`config.mk`:
```
export PLATFORM = sky130hd
export DESIGN_NAME = adtrig_timer
export DESIGN_NICKNAME = d
export VERILOG_FILES = /design/src/rtl/adtrig_pkg.sv /design/src/rtl/adtrig_chan.sv /design/src/rtl/adtrig_flags.sv /design/src/rtl/adtrig_timer.sv
export SDC_FILE = /design/constraint.sdc
export NUM_CORES = 1
export LEC_CHECK = 0
export BUFFER_PORTS_ARGS = -buffer_cell sky130_fd_sc_hd__buf_2
export CAP_MARGIN = 15
export CORE_ASPECT_RATIO = 1.25
export CORE_UTILIZATION = 54
export CTS_CLUSTER_DIAMETER = 80
export CTS_CLUSTER_SIZE = 10
export DETAILED_ROUTE_END_ITERATION = 16
export HOLD_SLACK_MARGIN = 0.1
export PLACE_DENSITY = 0.76
export SLEW_MARGIN = 20
export SYNTH_ARGS = -nofsm -noshare
export SYNTH_HDL_FRONTEND = slang
export SYNTH_HIERARCHICAL = 1
export SYNTH_SLANG_ARGS = --single-unit
```
`constraint.sdc`:
```
create_clock -name clk -period 1.9 [get_ports clk]
set_input_delay 0 -clock clk [delete_from_list [all_inputs] [get_ports clk]]
set_output_delay 0 -clock clk [all_outputs]
set_load 0.005 [all_outputs]
```
`src/rtl/adtrig_pkg.sv`:
```
package adtrig_pkg;
   // Word stride of one channel's register group: counter plus compares,
   // rounded up to a power of two so the group index is a plain bit field.
   function automatic int unsigned group_stride(int unsigned n_cmp);
      return 2 ** $clog2(n_cmp + 1);
   endfunction
endpackage

```
`src/rtl/adtrig_chan.sv`:
```
module adtrig_chan #(
   parameter int unsigned CNT_W = 16,
   parameter int unsigned N_CMP = 2,
   parameter logic [CNT_W-1:0] CNT_RST = 1,
   parameter logic [CNT_W-1:0] CMP_RST = '1
) (
   input  logic                            clk,
   input  logic                            rst_n,
   input  logic                            run,
   input  logic                            tick,
   input  logic                            cnt_we,
   input  logic [N_CMP-1:0]                cmp_we,
   input  logic [CNT_W-1:0]                wdata,
   output logic [CNT_W-1:0]                cnt_q,
   output logic [N_CMP-1:0][CNT_W-1:0]     cmp_q,
   output logic [N_CMP-1:0]                trig
);
   logic             inc;
   logic             cnt_chg_q;
   logic [N_CMP-1:0] cmp_chg_q;

   assign inc = run & tick;

   // Counter: a bus write beats an increment.
   always_ff @(posedge clk) begin
      if (!rst_n) begin
         cnt_q     <= CNT_RST;
         cnt_chg_q <= 1'b0;
      end else begin
         if (cnt_we)
            cnt_q <= wdata;
         else if (inc)
            cnt_q <= cnt_q + 1'b1;
         cnt_chg_q <= cnt_we | inc;
      end
   end

   always_ff @(posedge clk) begin
      if (!rst_n) begin
         for (int i = 0; i < N_CMP; i++) cmp_q[i] <= CMP_RST;
         cmp_chg_q <= '0;
      end else begin
         for (int i = 0; i < N_CMP; i++)
            if (cmp_we[i]) cmp_q[i] <= wdata;
         cmp_chg_q <= cmp_we;
      end
   end

   // Equality only counts in the cycle after one of its operands moved.
   for (genvar i = 0; i < N_CMP; i++) begin : g_cmp
      assign trig[i] = (cnt_chg_q | cmp_chg_q[i]) & (cnt_q == cmp_q[i]);

      assert_trig_once_R7: assert property (@(posedge clk) disable iff (!rst_n)
         trig[i] && !inc && !cnt_we && !cmp_we[i] |=> !trig[i]);
   end

   assert_cnt_hold_R1: assert property (@(posedge clk) disable iff (!rst_n)
      !inc && !cnt_we |=> $stable(cnt_q));

   assert_wr_prio_R6: assert property (@(posedge clk) disable iff (!rst_n)
      cnt_we |=> cnt_q == $past(wdata));
endmodule

```
`src/rtl/adtrig_flags.sv`:
```
module adtrig_flags #(
   parameter int unsigned N_FLG = 4
) (
   input  logic             clk,
   input  logic             rst_n,
   input  logic [N_FLG-1:0] set,
   input  logic             st_rd,
   input  logic             st_we,
   input  logic             en_we,
   input  logic [N_FLG-1:0] wdata,
   output logic [N_FLG-1:0] flags,
   output logic [N_FLG-1:0] en,
   output logic [N_FLG-1:0] irq
);
   logic [N_FLG-1:0] armed;
   logic [N_FLG-1:0] clr;

   // Only flags seen as 1 by a read may be cleared by a later 0 write.
   assign clr = st_we ? (~wdata & armed) : '0;
   assign irq = flags & en;

   always_ff @(posedge clk) begin
      if (!rst_n) begin
         flags <= '0;
         armed <= '0;
         en    <= '0;
      end else begin
         flags <= (flags & ~clr) | set;
         if (st_rd)
            armed <= flags;
         else if (st_we)
            armed <= '0;
         if (en_we)
            en <= wdata;
      end
   end

   for (genvar k = 0; k < N_FLG; k++) begin : g_chk
      assert_flag_set_R8: assert property (@(posedge clk) disable iff (!rst_n)
         set[k] |=> flags[k]);
      assert_flag_clr_R9: assert property (@(posedge clk) disable iff (!rst_n)
         $fell(flags[k]) |-> $past(armed[k]) && $past(st_we));
      assert_irq_rise_R10: assert property (@(posedge clk) disable iff (!rst_n)
         $rose(irq[k]) |-> $past(set[k]) || $past(en_we));
   end
endmodule

```
`src/rtl/adtrig_timer.sv`:
```
module adtrig_timer
   import adtrig_pkg::*;
#(
   parameter int unsigned CNT_W = 16,
   parameter int unsigned N_CH  = 2,
   parameter int unsigned N_CMP = 2,
   parameter logic [CNT_W-1:0] CNT_RST = 1,
   parameter logic [CNT_W-1:0] CMP_RST = '1,
   localparam int unsigned N_FLG    = N_CH * N_CMP,
   localparam int unsigned STRIDE   = group_stride(N_CMP),
   localparam int unsigned STAT_ADR = N_CH * STRIDE,
   localparam int unsigned EN_ADR   = STAT_ADR + 1,
   localparam int unsigned ADDR_W   = $clog2(EN_ADR + 1),
   localparam int unsigned BE_W     = CNT_W / 8
) (
   input  logic              clk,
   input  logic              rst_n,
   input  logic              bus_wr,
   input  logic              bus_rd,
   input  logic [ADDR_W-1:0] bus_addr,
   input  logic [BE_W-1:0]   bus_be,
   input  logic [CNT_W-1:0]  bus_wdata,
   output logic [CNT_W-1:0]  bus_rdata,
   input  logic [N_CH-1:0]   ch_run,
   input  logic [N_CH-1:0]   ch_tick,
   output logic [N_FLG-1:0]  conv_trig,
   output logic [N_FLG-1:0]  irq
);
   if (N_FLG > CNT_W) begin : g_bad_flags
      $error("adtrig_timer: flag word cannot hold N_CH*N_CMP bits");
   end
   if (CNT_W % 8 != 0) begin : g_bad_width
      $error("adtrig_timer: CNT_W must be a whole number of bytes");
   end
   if (N_CH < 1 || N_CMP < 1) begin : g_bad_count
      $error("adtrig_timer: need at least one channel and one compare");
   end

   logic                        word_acc;
   logic [N_CH-1:0]             cnt_we;
   logic [N_CMP-1:0]            cmp_we [N_CH];
   logic [CNT_W-1:0]            cnt_q  [N_CH];
   logic [N_CMP-1:0][CNT_W-1:0] cmp_q  [N_CH];
   logic [N_FLG-1:0]            flags, en;
   logic                        st_rd, st_we, en_we;

   assign word_acc = &bus_be;
   assign st_rd = bus_rd & (bus_addr == ADDR_W'(STAT_ADR));
   assign st_we = bus_wr & bus_be[0] & (bus_addr == ADDR_W'(STAT_ADR));
   assign en_we = bus_wr & bus_be[0] & (bus_addr == ADDR_W'(EN_ADR));

   for (genvar c = 0; c < N_CH; c++) begin : g_ch
      assign cnt_we[c] = bus_wr & word_acc & (bus_addr == ADDR_W'(c * STRIDE));
      for (genvar i = 0; i < N_CMP; i++) begin : g_we
         assign cmp_we[c][i] = bus_wr & word_acc &
                               (bus_addr == ADDR_W'(c * STRIDE + 1 + i));
      end

      adtrig_chan #(
         .CNT_W(CNT_W), .N_CMP(N_CMP), .CNT_RST(CNT_RST), .CMP_RST(CMP_RST)
      ) chan_i (
         .clk    (clk),
         .rst_n  (rst_n),
         .run    (ch_run[c]),
         .tick   (ch_tick[c]),
         .cnt_we (cnt_we[c]),
         .cmp_we (cmp_we[c]),
         .wdata  (bus_wdata),
         .cnt_q  (cnt_q[c]),
         .cmp_q  (cmp_q[c]),
         .trig   (conv_trig[c*N_CMP +: N_CMP])
      );
   end

   adtrig_flags #(.N_FLG(N_FLG)) flags_i (
      .clk   (clk),
      .rst_n (rst_n),
      .set   (conv_trig),
      .st_rd (st_rd),
      .st_we (st_we),
      .en_we (en_we),
      .wdata (bus_wdata[N_FLG-1:0]),
      .flags (flags),
      .en    (en),
      .irq   (irq)
   );

   always_comb begin
      bus_rdata = '0;
      for (int c = 0; c < N_CH; c++) begin
         if (bus_addr == ADDR_W'(c * STRIDE)) bus_rdata = cnt_q[c];
         for (int i = 0; i < N_CMP; i++)
            if (bus_addr == ADDR_W'(c * STRIDE + 1 + i)) bus_rdata = cmp_q[c][i];
      end
      if (bus_addr == ADDR_W'(STAT_ADR)) bus_rdata = CNT_W'(flags);
      if (bus_addr == ADDR_W'(EN_ADR))   bus_rdata = CNT_W'(en);
   end

   assert_byte_ignored_R5: assert property (@(posedge clk) disable iff (!rst_n)
      bus_wr && !word_acc && !ch_run[0] && bus_addr == ADDR_W'(0) |=> $stable(cnt_q[0]));
endmodule

```
# After elaboration in Yosys (flattened, before gate mapping)
# Index checks and enable logic that the tools add are counted.
totals:
  regBits: 114
  in_bits: 30
  output_inout_bits: 24
classes:
  addsub: 2
  eq_ne: 11
  mux: 15
  n_bitwise: 29
  n_reduce_logical: 5
op_table:
  columns: ["operator", "n"]
  rows:
  - ["2-to-1 mux 16 bit", 12]
  - ["== test 16 bit", 4]
  - ["adder 16 x 1 -> 16 bit (second input constant)", 2]
  - ["AND 1 bit", 17]
  - ["AND 4 bit", 3]
  - ["== test 4 x 3 -> 1 bit (second input constant)", 3]
  - ["2-to-1 mux 4 bit", 3]
  - ["== test 4 bit (second input constant)", 2]
  - ["inverter 4 bit", 2]
  - ["bitwise OR 1 bit", 6]
  - ["nonzero test 2 bit", 3]
  - ["== test 4 x 1 -> 1 bit (second input constant)", 1]
  - ["== test 4 x 2 -> 1 bit (second input constant)", 1]
  - ["logical NOT 4 bit", 1]
  - ["bitwise OR 4 bit", 1]
  - ["AND reduction 2 bit", 1]

# Longest topological paths before layout
# Gate-level depths: netlist of the first run.
logic_depth:
  depth_word: 9
  ltp_mapped: 11

# By module
# Netlist of the first run, hierarchy kept.
by_module_without_submodules:
  columns: ["mod", "n_inst", "cells_per_inst", "area_each_um2", "seq_area_each_um2"]
  rows:
  - ["adtrig_chan", 2, 259, 2429.8, 1021.0]
  - ["adtrig_timer", 1, 156, 1047.3, 0.0]
  - ["adtrig_flags", 1, 51, 509.2, 240.2]

# Worst setup path after synthesis of the first run
# OpenSTA, ideal clock, no wires.
synth_timing:
  path_kind: "flip-flop to flip-flop"
  startpoint: "register g_ch[1].chan_i.cnt_q[12]"
  endpoint: "register flags_i.flags[2]"
  t_arrival_ns: 1.872
  required_ns: 1.836
  slack_ns: -0.036
  path_stages_with_launch: 8
  n_path_buf: 1
  synth_period_minus_slack_ns: 1.936
  cell_sequence: "dfxtp_1 -> clkbuf_2 -> xnor2_1 -> nand4_1 -> or4_1 -> nor4_1 -> and4bb_1 -> nor2_1"
synth_via:
  elab_chain_len: 3
synth_lines:
  columns: ["item", "line_no", "text"]
  rows:
  - ["start: declaration", "adtrig_chan.sv:14", "output logic [CNT_W-1:0] cnt_q,"]
  - ["start signal: assignment", "adtrig_chan.sv:31", "cnt_q <= wdata;"]
  - ["start signal: assignment", "adtrig_chan.sv:33", "cnt_q <= cnt_q + 1'b1;"]
  - ["== test 16 bit", "adtrig_chan.sv:51", "assign trig[i] = (cnt_chg_q | cmp_chg_q[i]) & (cnt_q == cmp_q[i]);"]
  - ["AND 1 bit", "adtrig_chan.sv:51", null]
  - ["named net conv_trig[2]", "adtrig_timer.sv:26", "output logic [N_FLG-1:0] conv_trig,"]
  - ["bitwise OR 4 bit", "adtrig_flags.sv:28", "flags <= (flags & ~clr) | set;"]
  - ["end signal: assignment", "adtrig_flags.sv:28", null]
  - ["end: declaration", "adtrig_flags.sv:11", "output logic [N_FLG-1:0] flags,"]
# The timed path passes the listed nets, and every way through them passes these cells.
# A chain may end at the register's enable or synchronous reset.

# Worst setup path after layout of the first run
layout_timing:
  startpoint: "register g_ch[0].chan_i.cnt_q[3]"
  endpoint: "output conv_trig[1]"
layout_via:
  elab_chain_len: 2
layout_lines:
  columns: ["item", "line_no"]
  rows:
  - ["start: declaration", "adtrig_chan.sv:14"]
  - ["start signal: assignment", "adtrig_chan.sv:31"]
  - ["start signal: assignment", "adtrig_chan.sv:33"]
  - ["== test 16 bit", "adtrig_chan.sv:51"]
  - ["AND 1 bit", "adtrig_chan.sv:51"]
  - ["end: declaration", "adtrig_timer.sv:26"]
# No other way between the ends.

==> run summary, run 1 <==
Pwr/cell area: 793 nW/um^2
CP Data Required Time: 1900 ps
Worst Skew: 9.14 ps
Setup TNS: -793 ps
Slew HR: 0.512
Worst path arrival time: 2170 ps
Ports: 54
Filler Cells Inserted: 824
CP Capture Type: primary output
YS warnings: 6
Worst hold-check path type: primary input to register
Total track usage: 0.350
Status: finished with violations
Slowest-stage cell, CP: or4_4
Crit path depth: 6
Worst hold margin: 114 ps
Finished Layout Cells: 1004
Final min period: 2170 ps
Synthesized flop and latch total: 114
Crit path buf inv count: 2
Core area: 11600 sq um
Post-synth EDFFs: 0
Worst hold stages: 4
Simple-gate share of the synthesized area: 0.201
Die Height: 124 um
RSZ-0062 raised after global routing: yes
Antenna violations before repair: 0
Vias: 6167
Routed WL: 21000 um
Clk buf depth: 2
Largest family of logic cells by synthesized area: simple AND/OR/NAND/NOR gates
WL per Instance: 20.9 um
Synth top area share: 0.356
Setup CP Type: register to primary output
Ratio of cells with drive above 1 in the final layout: 0.275
CP startpoint: g_ch[0].chan_i/cnt_q[3]
Setup ws final: -270 ps
CTS tree: built
Ant diodes: 0
Largest delay share family, worst path: simple AND/OR/NAND/NOR gates
Post-Syn Area: 6420 sq um
Largest net degree at the start of global routing: 60
Clock-pin slew on the worst setup and hold paths: 60 ps
Mean area per synthesized cell: 8.85 sq um
DRC Markers: 0
Dpl cells: 942
Global-route wire length before repair: 32400 um
Ranking of synthesized cells by area: dfxtp_1 (36%), mux2i_1 (13%), xnor2_1 (7.9%)
Most common cell after layout, fill and taps aside: nand2_1
Root buf cell: clkbuf_16
Register area: 2340 sq um
ANT nets after route: 0
Reg2reg start: g_ch[1].chan_i/cnt_q[8]
Drt pass-1 iters: 5
Crit Reg-Reg Endpoint: flags_i/flags[2]
Cells after Synth: 725
Top FF cell, synth: dfxtp_1
Worst path cell trace: xnor2_2 > nand4_1 > or4_4 > nor4_4 > buf_4 > buf_6
Register area share after synthesis: 0.356
Gr ovfl total: 0
Max-cap violations: 0
Post-Synth Adder-Cell Area: 0.00390
Largest stage delay, worst path: 560 ps
Final Hold Vio Count: 0
Routability cong.: 1.02
H-tree depth: 4
Number of distinct library cells after synthesis: 58
Leakage power: 3.26 nW
Port bufs: 53
Starting density of the core: 0.552
Post-Place Setup Slack: -79.4 ps
Max Slew Vio Count: 0
Final net count: 862
Area growth from synthesis to layout: 31.0%
Pwr Total: 6.67 mW
Post-DP Area: 7120 sq um
Most frequent cells in the layout: nand2_1 (85), mux2i_1 (84), dfxtp_1 (84), buf_4 (59), buf_2 (51)
Final instance area: 8410 sq um
Largest area contributor in the netlist: dfxtp_1
Vias in the first global route: 6204
DP Wirelength: 14400 um
XOR/XNOR share of the synthesized area: 0.120
First DRT Iteration DRCs: 510
Crit Path Max Fanout: 4
Fmax: 461 MHz
Violated checks: setup timing
FP Rows: 44
Final Cycle Share: 1.14
Slew of the pin with the lowest slew margin: 728 ps
Clk Latency, worst-skew pair: 420 ps
Syn nets: 757
Multiplexer share of the synthesized area: 0.135
Critical Path Start Type: register
Post-synth ARST share: 0
Register-to-register setup slack: -10 ps
Final Core Density: 0.724
Die ar.: 12300 sq um
Worst reg-to-reg path cell count: 8
Peak supply drop: 0.713 mV
Clock buffer count from CTS: 17
Via density: 6.14
CP endpoint: conv_trig[1]
Clk sinks: 114
Die width: 99.5 um
Area occupied by multi-input gates: 4080 sq um
Complex-gate fraction of the synthesized area: 0.132
Setup violations, final: 6
-- what timing repair did --
action / 4_1_cts / 5_1_grt
setup buffers: 3 / 3
endpoints found under the hold margin: 104 / 0
hold buffers: 25 / 0
pin swaps: 7 / 13
setup endpoints to repair: 7 / 10
gates resized for setup: 52 / 27
-- flip-flops by register name, summed over array words and instances, names as in the netlist --
register and flops:
flags_i/en 4, g_ch.chan_i/cnt_chg_q 2, flags_i/armed 4, flags_i/flags 4
g_ch.chan_i/cmp_chg_q 4, g_ch.chan_i/cmp_q 64, g_ch.chan_i/cnt_q 32
-- layout make-up --
type | instances | area share
flip-flops and latches | 114 | 0.278
clock buffers | 24 | 0.0609
clock inverters | 8 | 0.0202
inverters | 5 | 0.00223
multi-input cells | 548 | 0.485
repair buffers | 144 | 0.129
well taps | 161 | 0.0240
-- cells in the mapped netlist (9+ instances only) --
library cell  count
xor2_1           30
nand3_1          12
a22oi_1          15
a221oi_1          9
mux2i_1          84
nor2b_1           9
nand2_1          85
dfxtp_1         114
nand4_1          22
a21oi_1          24
and2_1           14
nand2b_1         12
buf_2            21
nor2_1           26
o21ai_0          51
xnor2_1          58
a31oi_1          10
clkbuf_1         23
o21ai_1          11
-- kinds of logic (layout without fill, tap and decap cells) --
| family | Yosys count | count (layout) |
|---|---|---|
| compound gates | 138 | 138 |
| xor+xnor | 88 | 88 |
| fa+ha+maj | 2 | 2 |
| buf+inv | 63 | 181 |
| flops | 114 | 114 |
| mux | 86 | 86 |
| simple gates | 234 | 234 |
-- metal layers --
layer | up-vias | share of wire | GRT usage
li1 | 2790 | - | -
met1 | 2957 | 0.39 | 0.388
met2 | 326 | 0.50 | 0.613
met3 | 94 | 0.061 | 0.0774
met4 | 0 | 0.053 | 0.218
met5 | - | 0 | 0
-- worst min-delay path, cell delays in order --
cell     delay [ps]
buf_2           100
and3_1          240
nand3_1         100
o21ai_1          50
-- worst min path at each step --
| stage | slack (ps) | to | start |
|---|---|---|---|
| 2_1_floorplan | 130 | g_ch[0].chan_i/cnt_q[0] | bus_wdata[0] |
| 3_5_place_dp | 310 | g_ch[0].chan_i/cnt_chg_q | ch_tick[0] |
| 5_1_grt | 140 | flags_i/armed[1] | bus_rd |
| 4_1_cts | 100 | flags_i/armed[0] | bus_rd |
| 6_report | 110 | flags_i/armed[0] | bus_rd |
| 3_3_place_gp | 300 | g_ch[0].chan_i/cnt_chg_q | ch_tick[0] |
-- report_power, final --
group	internal, mW	leakage [nW]	switching (mW)	total [mW]
Sequential	2.41	0.928	0.0255	2.43
Combinational	0.249	2.00	0.337	0.586
Clock	2.53	0.329	1.12	3.65
Total	5.19	3.26	1.48	6.67
No activity file was read; power rests on OpenSTA's default activity.
==> run 2, diff against run 1 <==
--- a/config.mk
+++ b/config.mk
@@ -12,6 +12,7 @@
 export CTS_CLUSTER_DIAMETER = 80
 export CTS_CLUSTER_SIZE = 10
 export DETAILED_ROUTE_END_ITERATION = 16
+export GPL_TIMING_DRIVEN = 0
 export HOLD_SLACK_MARGIN = 0.1
 export PLACE_DENSITY = 0.76
 export SLEW_MARGIN = 20
==> constraint.sdc (replaced) <==
create_clock -name clk -period 1.9 [get_ports clk]
set_input_delay 0.19 -clock clk [delete_from_list [all_inputs] [get_ports clk]]
set_output_delay 0.19 -clock clk [all_outputs]
set_load 0.005 [all_outputs]
==> run 2 against run 1 <==
The flow still finishes with violations (setup timing). Critical endpoint is now conv_trig[0]. Sequential cell count did not move. Die area stayed put. Design area is 2.1% lower. Setup slack got worse by 99 ps. Sequential power is essentially flat. Clock power down 9.6%. Count of clock-buffer cells in the layout shrank 1. Critical path depth is the same. Worst hold slack better by 19 ps. Register-to-register slack worse by 80 ps. Fmax decreased by 4.4%.
==> run summary, run 2 (synthesis gave the netlist of run 1 again) <==
FP Rows: 44 (unchanged)
Slew HR: 0.267 (-0.246)
Via density: 6.12 (-0.41%)
RSZ-0062 raised after global routing: yes
ANT nets after route: 0 (unchanged)
Global-route wire length before repair: 31900 um (-1.4%)
Max Slew Vio Count: 0 (unchanged)
Starting density of the core: 0.552 (unchanged)
Most common cell after layout, fill and taps aside: nand2_1
Post-DP Area: 6900 sq um (-3.1%)
DRC Markers: 0 (unchanged)
HP Start: bus_wdata[15]
Final Cycle Share: 1.19 (+0.0523)
Final Hold Vio Count: 0 (unchanged)
Vias in the first global route: 5744 (-7.4%)
WL per Instance: 21.2 um (+1.3%)
Clock buffer count from CTS: 17 (unchanged)
CTS tree: built
Worst path arrival time: 2080 ps (-90 ps)
Ant diodes: 0 (unchanged)
Clock-pin slew on the worst setup and hold paths: 50 ps (about the same)
Worst hold-check path type: primary input to register
Setup CP Type: register to primary output
Final Core Density: 0.709 (-0.0152)
Drt pass-1 iters: 6 (+1)
Largest regs: g_ch.chan_i/cmp_q: 64 flops, g_ch.chan_i/cnt_q: 32 flops
Final min period: 2270 ps (+99.4 ps)
Ports: 54 (unchanged)
Status: finished with violations
Antenna violations before repair: 0 (unchanged)
Max reg flops: 64 (unchanged)
Ratio of cells with drive above 1 in the final layout: 0.282 (+0.00675)
Routability cong.: 0.942 (-7.6%)
Routed WL: 21100 um (+0.66%)
Root buf cell: clkbuf_16
Reg2reg start: g_ch[1].chan_i/cnt_q[3]
CP startpoint: g_ch[0].chan_i/cnt_q[12]
Die Height: 124 um (unchanged)
Leakage power: 3.20 nW (-1.8%)
DP Wirelength: 14500 um (+0.89%)
H-tree depth: 4 (unchanged)
Worst hold margin: 132 ps (+18.6 ps)
Slew of the pin with the lowest slew margin: 1090 ps (+362 ps)
Clk sinks: 114 (unchanged)
Setup violations, final: 8 (+2)
Setup ws final: -369 ps (-99.4 ps)
Fmax: 441 MHz (-4.4%)
Total track usage: 0.350 (about the same)
Clk Latency, worst-skew pair: 410 ps (about the same)
Core area: 11600 sq um (unchanged)
Gr ovfl total: 0 (unchanged)
Largest net degree at the start of global routing: 17 (-72%)
First DRT Iteration DRCs: 488 (-4.3%)
Area growth from synthesis to layout: 28.3%
Final net count: 856 (-0.70%)
Most frequent cells in the layout: nand2_1 (85), mux2i_1 (84), dfxtp_1 (77), buf_2 (60), o21ai_0 (48)
CP Capture Type: primary output
Worst Skew: 7.06 ps (-2.08 ps)
Max-cap violations: 0 (unchanged)
Port bufs: 50 (-5.7%)
Vias: 6105 (-1.0%)
CP Data Required Time: 1710 ps (-190 ps)
Die width: 99.5 um (unchanged)
Violated checks: setup timing
Peak supply drop: 0.431 mV (-40%)
Critical Path Start Type: register
Crit Path Max Fanout: 3 (-1)
Final instance area: 8230 sq um (-2.1%)
Die ar.: 12300 sq um (unchanged)
Pwr/cell area: 766 nW/um^2 (-3.5%)
Clk buf depth: 2 (unchanged)
Register with the most flip-flops: g_ch.chan_i/cmp_q
[run 2: cell count changes in the layout (fill, tap and decap cells not counted), sizes merged]
cell and change:
buf -11, bufinv -2, dlygate4sd3 -21, clkbuf +25, clkinvlp +1, clkinv +2
[run 2: through the flow]
stage                     total power, mW  worst slack [ps]  setup TNS, ps  instances
after floorplan                      2.78              23.5              0        725
after CTS                            6.27              -458          -2200        994
after detailed placement             2.98              -424         -16110        936
after global placement               2.98              -391         -13270        936
final                                6.30              -369          -1640        998
after global routing                 6.46              -404          -2120        998
[run 2: layout make-up]
cell class	count	area (sq um)
inverter	5	18.8
fill	853	3390
multi-input combinational	548	4140
buffer	58	422
timing repair buffer	80	485
clock inverter	9	128
sequential	114	2340
clock buffer	23	488
tap	161	201
[run 2: repair_timing]
action                     CTS  global route
hold endpoints to repair     2             0
pin swaps                   36            14
resized for setup           95            28
setup endpoints to repair   10            36
hold buffers                 4             0
buffers inserted            23             5
[run 2: routing by layer]
layer / GRT usage / wire length (um) / part of all wire / up-vias
met5: 0 / 0 / 0 / -
met4: 0.206 / 1120 / 0.053 / 0
met3: 0.0556 / 1160 / 0.055 / 88
met2: 0.609 / 10400 / 0.49 / 304
met1: 0.409 / 8500 / 0.40 / 2936
li1: - / - / - / 2777
[run 2: power by group]
group / switching, mW / internal [mW]
sequential: 0.0367 / 2.41
clock: 1.11 / 2.19
combinational: 0.330 / 0.219
[run 2: worst paths after layout]
check | endpoint | slack, ps | cells past startpoint
worst min register to register | flags_i/armed[0] | 460 | 2
worst min-delay path | g_ch[1].chan_i/cmp_q[31] | 130 | 3
worst max-delay path | conv_trig[0] | -370 | 6
worst max register to register | flags_i/flags[2] | -90 | 8
[run 2: critical path: stages (launching register included)]
cell and delay (ps):
dfxtp_2 330, buf_8 130, xnor2_2 140, nand4_1 110
or4_4 560, nor4_4 230, buf_2 180
==> run 3, diff against run 2 <==
--- a/config.mk
+++ b/config.mk
@@ -8,13 +8,13 @@
 export BUFFER_PORTS_ARGS = -buffer_cell sky130_fd_sc_hd__buf_2
 export CAP_MARGIN = 15
 export CORE_ASPECT_RATIO = 1.25
-export CORE_UTILIZATION = 54
+export CORE_UTILIZATION = 62
 export CTS_CLUSTER_DIAMETER = 80
 export CTS_CLUSTER_SIZE = 10
 export DETAILED_ROUTE_END_ITERATION = 16
 export GPL_TIMING_DRIVEN = 0
 export HOLD_SLACK_MARGIN = 0.1
-export PLACE_DENSITY = 0.76
+export PLACE_DENSITY = 0.82
 export SLEW_MARGIN = 20
 export SYNTH_ARGS = -nofsm -noshare
 export SYNTH_HDL_FRONTEND = slang
==> constraint.sdc (replaced) <==
create_clock -name clk -period 2.7 [get_ports clk]
set_input_delay 0.27 -clock clk [delete_from_list [all_inputs] [get_ports clk]]
set_output_delay 0.27 -clock clk [all_outputs]
set_load 0.005 [all_outputs]
==> run 3 against run 2 <==
The run now ends clean. Register-to-register slack better by 600 ps. Count of clock-buffer cells in the layout down 4. Global-route usage up 2.4 points. Non-clock buffer count shrank 30. Clock power is 30% lower. Routed wire length down 7.8%.
==> run summary, run 3 (synthesis gave the netlist of run 1 again) <==
Status: finished clean
Worst path arrival time: 2360 ps (+280 ps)
DP Wirelength: 14200 um (-2.6%)
Die Height: 116 um (-6.6%)
Most common cell after layout, fill and taps aside: dfxtp_1
Clock-pin slew on the worst setup and hold paths: 50 ps (about the same)
Largest delay share family, worst path: simple AND/OR/NAND/NOR gates
Vias: 5929 (-2.9%)
Largest regs: g_ch.chan_i/cmp_q: 64 flops, g_ch.chan_i/cnt_q: 32 flops
Final Core Density: 0.747 (+0.0381)
Antenna violations before repair: 0 (unchanged)
ANT nets after route: 0 (unchanged)
Critical Path Start Type: register
Core area: 10100 sq um (-13%)
Ratio of cells with drive above 1 in the final layout: 0.172 (-0.110)
Largest stage delay, worst path: 590 ps (+30 ps)
Total track usage: 0.374 (+0.0235)
Most frequent cells in the layout: dfxtp_1 (114), nand2_1 (85), mux2i_1 (84), buf_2 (72), xnor2_1 (57)
Final Hold Vio Count: 0 (unchanged)
Setup CP Type: register to primary output
Clk buf depth: 2 (unchanged)
Fmax: 380 MHz
Slew of the pin with the lowest slew margin: 785 ps (-305 ps)
Pwr/cell area: 583 nW/um^2 (-24%)
Port bufs: 50 (unchanged)
Final min period: 2630 ps
Gr ovfl total: 0 (unchanged)
Die width: 93.0 um (-6.5%)
Routed WL: 19500 um (-7.8%)
Global-route wire length before repair: 30000 um (-5.9%)
Root buf cell: clkbuf_16
Worst path cell trace: clkbuf_2 > xnor2_1 > nand4_1 > or4_1 > nor4_4 > buf_2
Slew HR: 0.474 (+0.207)
CP Capture Type: primary output
Area growth from synthesis to layout: 17.0%
Sw Ratio: 0.239 (+0.00478)
Post-Place Setup Slack: 111 ps (+534 ps)
Clock power share: 0.526 (+0.002)
Clock buffer count from CTS: 17 (unchanged)
Final Cycle Share: 0.976
Ports: 54 (unchanged)
Filler Cells Inserted: 773 (-9.4%)
Via density: 6.33 (+3.6%)
Die ar.: 10800 sq um (-13%)
First DRT Iteration DRCs: 620 (+27%)
Max Slew Vio Count: 0 (unchanged)
CTS tree: built
NetSw: 1.05 mW (-29%)
Slowest-stage cell, CP: or4_1
Area occupied by multi-input gates: 3870 sq um (-6.7%)
Register area: 2280 sq um (-2.6%)
Setup violations, final: 0 (-8)
DRC Markers: 0 (unchanged)
Final net count: 826 (-3.5%)
Ant diodes: 0 (unchanged)
Largest net degree at the start of global routing: 17 (unchanged)
H-tree depth: 4 (unchanged)
Seq pwr share: 0.394 (+0.005)
Worst hold-check path type: primary input to register
Max-cap violations: 0 (unchanged)
Starting density of the core: 0.638 (+0.0858)
Worst Skew: 4.42 ps (-2.65 ps)
Cell-internal power: 3.33 mW (-31%)
Crit Path Max Fanout: 5 (+2)
FP Rows: 41 (-6.8%)
CP Data Required Time: 2430 ps (+720 ps)
Drt pass-1 iters: 5 (-1)
Crit path buf inv count: 2 (unchanged)
Leakage power: 2.80 nW (-13%)
Register-to-register setup slack: 510 ps (+600 ps)
Setup ws final: 65.3 ps (+435 ps)
WL per Instance: 20.8 um (-1.7%)
Register with the most flip-flops: g_ch.chan_i/cmp_q
Routability cong.: 0.930 (-1.3%)
Worst hold margin: 163 ps (+30.6 ps)
Clk sinks: 114 (unchanged)
Setup Fix Bufs, Post-CTS: 0 (-100%)
Combinational share of power: 0.080 (-0.007)
Pwr Total: 4.38 mW (-31%)
Setup TNS: 0 ps (+1640 ps)
Peak supply drop: 0.452 mV (+4.9%)
Clk Latency, worst-skew pair: 410 ps (about the same)
Max reg flops: 64 (unchanged)
Vias in the first global route: 5718 (-0.45%)
==> run 3: cell types whose count changed in the layout (fill, tap and decap cells not counted), moves of 10 or more <==
cell and delta:
xnor2_1 +22, dfxtp_1 +37, dfxtp_2 -31, buf_2 +12, buf_4 -26, buf_6 -10, xnor2_2 -16
==> run 3: per-stage QoR <==
step / cell area, sq um / instances
floorplan: 6420 / 725
global placement: 6830 / 904
detailed placement: 6830 / 904
CTS: 7470 / 936
global route: 7510 / 936
finish: 7510 / 936
==> run 3: cell type report <==
type,count,share of cell area
Buffer,58,0.0420
Clock buffer,19,0.0603
Clock inverter,13,0.0212
Inverter,5,0.00250
Multi-Input combinational cell,548,0.515
Sequential cell,114,0.304
Tap cell,129,0.0215
Timing Repair Buffer,50,0.0333
==> run 3: routing by layer <==
metal | vias up | track usage | share of wire
li1 | 2717 | - | -
met1 | 2827 | 0.436 | 0.38
met2 | 318 | 0.647 | 0.49
met3 | 67 | 0.0650 | 0.080
met4 | 0 | 0.213 | 0.046
met5 | - | 0 | 0
==> run 3: worst paths after layout <==
path | from | endpoint | cells past startpoint
setup reg to reg | g_ch[1].chan_i/cnt_q[12] | flags_i/flags[2] | 7
hold reg to reg | flags_i/armed[0] | flags_i/armed[0] | 2
setup / recovery | g_ch[0].chan_i/cnt_q[12] | conv_trig[1] | 6
hold / removal | ch_tick[1] | g_ch[1].chan_i/cnt_chg_q | 3
==> run 3: power groups by stage <==
stage	clock, mW	sequential, mW	combinational (mW)
4_1_cts	2.32	1.72	0.338
5_1_grt	2.39	1.72	0.375
3_5_place_dp	0	1.76	0.333
6_report	2.30	1.72	0.350
2_1_floorplan	0	1.75	0.205
3_3_place_gp	0	1.76	0.328
==> run 3: what timing repair did <==
action / in CTS / in global routing
hold buffers: 0 / 0
pin swaps: 0 / 0
endpoints found under the setup margin: 4 / 3
gates resized for setup: 5 / 5
==> run 3: worst reg2reg max path, delay by kind of cell (launching register included) <==
| kind | cells | cell delay (ps) |
|---|---|---|
| xor+xnor | 1 | 160 |
| simple gates | 5 | 1370 |
| flops | 1 | 370 |
| buf+inv | 1 | 240 |
